### config.mk
export PLATFORM = sky130hd
export DESIGN_NAME = sync_burst_sram
export DESIGN_NICKNAME = d
export VERILOG_FILES = /design/src/rtl/sbsram_pkg.sv /design/src/rtl/sbsram_addr_seq.sv /design/src/rtl/sbsram_wr_dec.sv /design/src/rtl/sbsram_array.sv /design/src/rtl/sync_burst_sram.sv
export SDC_FILE = /design/constraint.sdc
export NUM_CORES = 2
export LEC_CHECK = 0
export BUFFER_PORTS_ARGS = -buffer_cell sky130_fd_sc_hd__buf_2
export CAP_MARGIN = 20
export CORE_UTILIZATION = 57
export DETAILED_ROUTE_END_ITERATION = 12
export HOLD_SLACK_MARGIN = 0.05
export PLACE_DENSITY = 0.73
export SLEW_MARGIN = 20
export SYNTH_ARGS = -nofsm -noshare
export SYNTH_HDL_FRONTEND = slang
export SYNTH_SLANG_ARGS = --single-unit
### constraint.sdc
create_clock -name clk_i -period 3.4 [get_ports clk_i]
set_input_delay 0.51 -clock clk_i [delete_from_list [all_inputs] [get_ports clk_i]]
set_output_delay 0.51 -clock clk_i [all_outputs]
set_load 0.02 [all_outputs]
### src/rtl/sbsram_pkg.sv
package sbsram_pkg;
  localparam int LANES  = 4;
  localparam int BYTE_W = 8;
  localparam int LANE_W = BYTE_W + 1;
  localparam int WORD_W = LANES * LANE_W;

  typedef logic [1:0] beat_t;

  function automatic beat_t burst_low(beat_t base, beat_t cnt, logic ilv);
    return ilv ? (base ^ cnt) : beat_t'(base + cnt);
  endfunction
endpackage

### src/rtl/sbsram_addr_seq.sv
module sbsram_addr_seq
  import sbsram_pkg::*;
#(
  parameter int AW = 6
) (
  input  logic          clk_i,
  input  logic          rst_ni,
  input  logic          run_i,
  input  logic [AW-1:0] addr_i,
  input  logic          load_ext_n_i,
  input  logic          load_host_n_i,
  input  logic          en_n_i,
  input  logic          sel_hi_i,
  input  logic          sel_lo_n_i,
  input  logic          step_n_i,
  input  logic          interleave_i,
  output logic [AW-1:0] cur_addr_o,
  output logic          sel_o,
  output logic          host_ld_o
);
  logic [AW-1:0] base_q;
  beat_t         cnt_q;
  logic          sel_q;
  logic          ld;

  assign host_ld_o = !load_host_n_i && !en_n_i;
  assign ld        = !load_ext_n_i || host_ld_o;

  always_ff @(posedge clk_i or negedge rst_ni) begin
    if (!rst_ni) begin
      base_q <= '0;
      cnt_q  <= '0;
      sel_q  <= 1'b0;
    end else if (run_i) begin
      if (ld) begin
        base_q <= addr_i;
        cnt_q  <= '0;
        sel_q  <= !en_n_i && sel_hi_i && !sel_lo_n_i;
      end else if (!step_n_i) begin
        cnt_q <= cnt_q + beat_t'(1);
      end
    end
  end

  assign cur_addr_o = {base_q[AW-1:2], burst_low(base_q[1:0], cnt_q, interleave_i)};
  assign sel_o      = sel_q;
endmodule

### src/rtl/sbsram_wr_dec.sv
module sbsram_wr_dec
  import sbsram_pkg::*;
(
  input  logic             wr_all_n_i,
  input  logic             lane_gate_n_i,
  input  logic [LANES-1:0] lane_wr_n_i,
  output logic [LANES-1:0] lane_we_o,
  output logic             wr_req_o
);
  for (genvar n = 0; n < LANES; n++) begin : g_lane
    assign lane_we_o[n] = !wr_all_n_i || (!lane_gate_n_i && !lane_wr_n_i[n]);
  end
  assign wr_req_o = |lane_we_o;
endmodule

### src/rtl/sbsram_array.sv
module sbsram_array
  import sbsram_pkg::*;
#(
  parameter int DEPTH = 64,
  localparam int AW   = $clog2(DEPTH)
) (
  input  logic              clk_i,
  input  logic              we_i,
  input  logic [LANES-1:0]  lane_we_i,
  input  logic [AW-1:0]     addr_i,
  input  logic [WORD_W-1:0] wdata_i,
  output logic [WORD_W-1:0] rdata_o
);
  for (genvar n = 0; n < LANES; n++) begin : g_lane
    logic [LANE_W-1:0] mem [DEPTH];
    logic [LANE_W-1:0] wlane;
    assign wlane = {wdata_i[LANES*BYTE_W+n], wdata_i[n*BYTE_W +: BYTE_W]};

    always_ff @(posedge clk_i) begin
      if (we_i && lane_we_i[n]) mem[addr_i] <= wlane;
    end

    assign rdata_o[n*BYTE_W +: BYTE_W]  = mem[addr_i][BYTE_W-1:0];
    assign rdata_o[LANES*BYTE_W+n]      = mem[addr_i][BYTE_W];
  end
endmodule

### src/rtl/sync_burst_sram.sv
module sync_burst_sram
  import sbsram_pkg::*;
#(
  parameter int DEPTH = 64,
  localparam int AW   = $clog2(DEPTH)
) (
  input  logic              clk_i,
  input  logic              rst_ni,
  input  logic [AW-1:0]     addr_i,
  input  logic              load_ext_n_i,
  input  logic              load_host_n_i,
  input  logic              en_n_i,
  input  logic              sel_hi_i,
  input  logic              sel_lo_n_i,
  input  logic              step_n_i,
  input  logic              interleave_i,
  input  logic              wr_all_n_i,
  input  logic              lane_gate_n_i,
  input  logic [LANES-1:0]  lane_wr_n_i,
  input  logic [WORD_W-1:0] din_i,
  input  logic              oe_n_i,
  input  logic              sleep_i,
  output logic [WORD_W-1:0] dout_o,
  output logic              dout_en_o
);
  logic [AW-1:0]    cur_addr;
  logic             sel;
  logic             host_ld;
  logic [LANES-1:0] lane_we;
  logic             wr_req;
  logic             we;

  sbsram_addr_seq #(.AW(AW)) u_seq (
    .clk_i, .rst_ni,
    .run_i        (!sleep_i),
    .addr_i, .load_ext_n_i, .load_host_n_i, .en_n_i, .sel_hi_i, .sel_lo_n_i,
    .step_n_i, .interleave_i,
    .cur_addr_o   (cur_addr),
    .sel_o        (sel),
    .host_ld_o    (host_ld)
  );

  sbsram_wr_dec u_dec (
    .wr_all_n_i, .lane_gate_n_i, .lane_wr_n_i,
    .lane_we_o (lane_we),
    .wr_req_o  (wr_req)
  );

  // host-strobe load edge starts a read; writes wait for the next edge
  assign we = !sleep_i && sel && wr_req && !host_ld;

  sbsram_array #(.DEPTH(DEPTH)) u_mem (
    .clk_i,
    .we_i      (we),
    .lane_we_i (lane_we),
    .addr_i    (cur_addr),
    .wdata_i   (din_i),
    .rdata_o   (dout_o)
  );

  assign dout_en_o = !oe_n_i && sel && !wr_req && !sleep_i;
endmodule

==> flow_summary.ini <==
[detailed_routing]
drcViolationCount = 0
wl_met3_um = 41300
antenna_left = 0
highest_layer = met5
wl_um = 289000
m1WireLength_um = 98200
routedWlPerCell_um = 34.9
met2WireLength_um = 132000
vias = 57500
drtPass1Iterations = 8
avgViaCountPerCell = 6.93
drtIter0Drc = 10300

[power_and_ir_drop]
ir_drop_mv = 0.630
p_switching_uw = 18900
power_uw = 70800
p_seq_share_pct = 44.4
powerDensity_mw_per_mm2 = 631
p_clk_share_pct = 34.0
p_leak_uw = 0.0369
p_comb_share_pct = 21.6
swShare_pct = 26.7
p_int_uw = 51800

[worst_setup_path]
critPathKind = flop to primary output
required_ps = 2890
crit_fanout = 7
r2r_end = u_mem.g_lane[1].mem[34][3]
end_kind = primary output
crit_path_start_kind = flop
rr_worst_depth = 14
arrival_ps = 4180
r2r_start = u_seq.cnt_q[0]
reg2reg_slack_ps = 10

[cts]
cts_max_path_buffers = 3
clock_tree.root_cell = clkbuf_16
clk_pin_slew_ps = 60
cts_tree = yes
clk_latency_ps = 880
clock_sinks = 2313
cts_made_buffers = 219
htreeDepth = 4

[hold_path]
holdCritPathClass = input port to flop
hold_path_depth = 4
hp-start = load_ext_n_i
hold_end = u_seq.cnt_q[0]

[placement]
dp_cells = 7684
portBuffers = 95
place_ws_ps = -890
gp_congestion = 0.957
hpwlAfterDp_um = 182000

[global_route]
antenna_found_initial = 10
grt_pass1_wl_um = 398000
overflow = 0
track_usage_pct = 35.1
grt_max_degree = 65
grt_pass1_vias = 54800

[logic_synthesis]
yosysWarnings = 0
synth_flop_cell = edfxtp_1
ys_ff_latch = 2313
synth.most_common_cell = edfxtp_1
synth_nets = 5130
synth.distinct_cells = 60
seq_area_frac_synth_pct = 75.9
synth.area.top_cells = edfxtp_1, mux4_2, nand2_1
synth_top_area_cell = edfxtp_1
syn_area_per_cell_um2 = 18.0
synth_common_cells = edfxtp_1, nand2_1, mux4_2
syn_area_mm2 = 0.0914
synth-async-reset-ratio_pct = 0.389
synth-edff-count = 2304
synth_cells = 5070
synth_top_area_share_pct = 75.7

[finish]
drive_gt1_share_pct = 34.1
area_growth_pct = 22.5
final_nets = 6095
layout.cells.non_filler = 8297
fill_cells = 9205

[sta]
fin_crit_ps = 4690
fin_skew_ps = 24.8
slew_violations = 0
worst_pin_slew_ps = 1010
min_period_over_period_pct = 138
setup_viol = 36
setup_tns_ps = -39780
hold_viol_final = 0
relSlewSlack_pct = 32.6
fin_ws_ps = -1290
rsz0062_at_grt = true
fmax_mhz = 213

[floorplanning]
core_area_mm2 = 0.159
io_pins = 96
start_util_pct = 57.6
die_h_um = 403
num_rows = 146
die_w_um = 403
dieArea_mm2 = 0.162

[status]
violations = setup timing
status = complete, but fails checks

[run]
cap_violations = 0
==> worst max-delay path, stage by stage (launching register included) <==
cell     delay [ps]
dfrtp_1         420
ha_4            300
buf_12          190
buf_16          170
buf_12          120
buf_12          120
mux4_2          500
nand2_1         110
a21oi_1          90
or4_4           550
nor3_2          170
nand4_1         260
buf_4           270
==> kinds of logic (layout without fill, tap and decap cells) <==
group | count (synthesis) | after routing | share of synthesized area, %
other | 0 | 7 | 0
muxes | 512 | 512 | 11.8
adders and majority gates | 1 | 1 | 0.0137
AOI/OAI and AO/OA | 649 | 649 | 4.78
and+or+nand+nor | 1255 | 1255 | 5.76
buffers and inverters | 336 | 1484 | 1.66
DFF | 2313 | 2313 | 75.9
xor gates and xnor gates | 4 | 4 | 0.0671
==> power by group through the flow <==
| stage | clock, uW | combinational, uW | sequential, uW |
|---|---|---|---|
| after floorplan | 0 | 6570 | 32000 |
| after global placement | 0 | 12000 | 32000 |
| after detailed placement | 0 | 12100 | 32000 |
| after CTS | 24100 | 13700 | 31400 |
| after global routing | 25200 | 15700 | 31400 |
| final | 24000 | 15300 | 31400 |
==> area by class of cell <==
type,count,area (um^2),share of cell area [%]
clock buffer,265,5690,5.08
tap,2072,2590,2.31
sequential,2313,69400,62.0
antenna,7,17.5,0.0156
inverter,3,16.3,0.0145
timing repair buffer,1077,11100,9.92
multi-input combinational,2421,21900,19.6
clock inverter,139,1290,1.15
==> stage by stage <==
| step | util (%) | instance area [um^2] | hold WS (ps) |
|---|---|---|---|
| after detailed placement | 63.5 | 101000 | 380 |
| final | 70.6 | 112000 | 134 |
| after global placement | 63.5 | 101000 | 375 |
| after CTS | 69.2 | 110000 | 101 |
| after global routing | 70.6 | 112000 | 149 |
| after floorplan | - | 91500 | 214 |
==> worst max-delay path by stage <==
stage              startpoint    endpoint  depth (start not counted)
2_1_floorplan  u_seq.cnt_q[0]  dout_o[24]                          9
3_3_place_gp   u_seq.cnt_q[0]  dout_o[19]                         10
3_5_place_dp   u_seq.cnt_q[0]  dout_o[19]                         10
4_1_cts        u_seq.cnt_q[0]  dout_o[19]                         12
5_1_grt        u_seq.cnt_q[0]  dout_o[17]                         12
6_report       u_seq.cnt_q[0]  dout_o[17]                         12
==> routing by layer <==
layer / global-route usage [%] / vias to the layer above
met3: 9.55 / 952
met2: 52.2 / 5151
li1: - / 22500
met4: 19.5 / 12
met5: 0 / -
met1: 47.4 / 28900
==> state kept, by name, indices dropped and copies added, names as in the netlist <==
name              flops
u_seq.cnt_q           2
u_seq.sel_o           1
u_mem.g_lane.mem   2304
u_seq.base_q          6
==> timing repair <==
item | 4_1_cts | 5_1_grt
hold buffers | 13 | 0
pin swaps | 49 | 110
gates resized for setup | 237 | 250
hold endpoints to repair | 18 | 0
buffers inserted | 70 | 109
cloned | 11 | 7
setup endpoints to repair | 147 | 310
==> cell usage in the layout, fill, tap and decap left out, types with 67 or more instances in the layout <==
cell / n
nand3_1: 67
nand2_2: 68
a21oi_1: 126
edfxtp_1: 2304
nand2_1: 537
a31oi_1: 77
mux4_2: 451
o221ai_1: 118
nor3_1: 79
buf_4: 738
buf_6: 78
nor2_1: 333
buf_12: 163
clkbuf_16: 227
(Power assumes the default switching activity.)
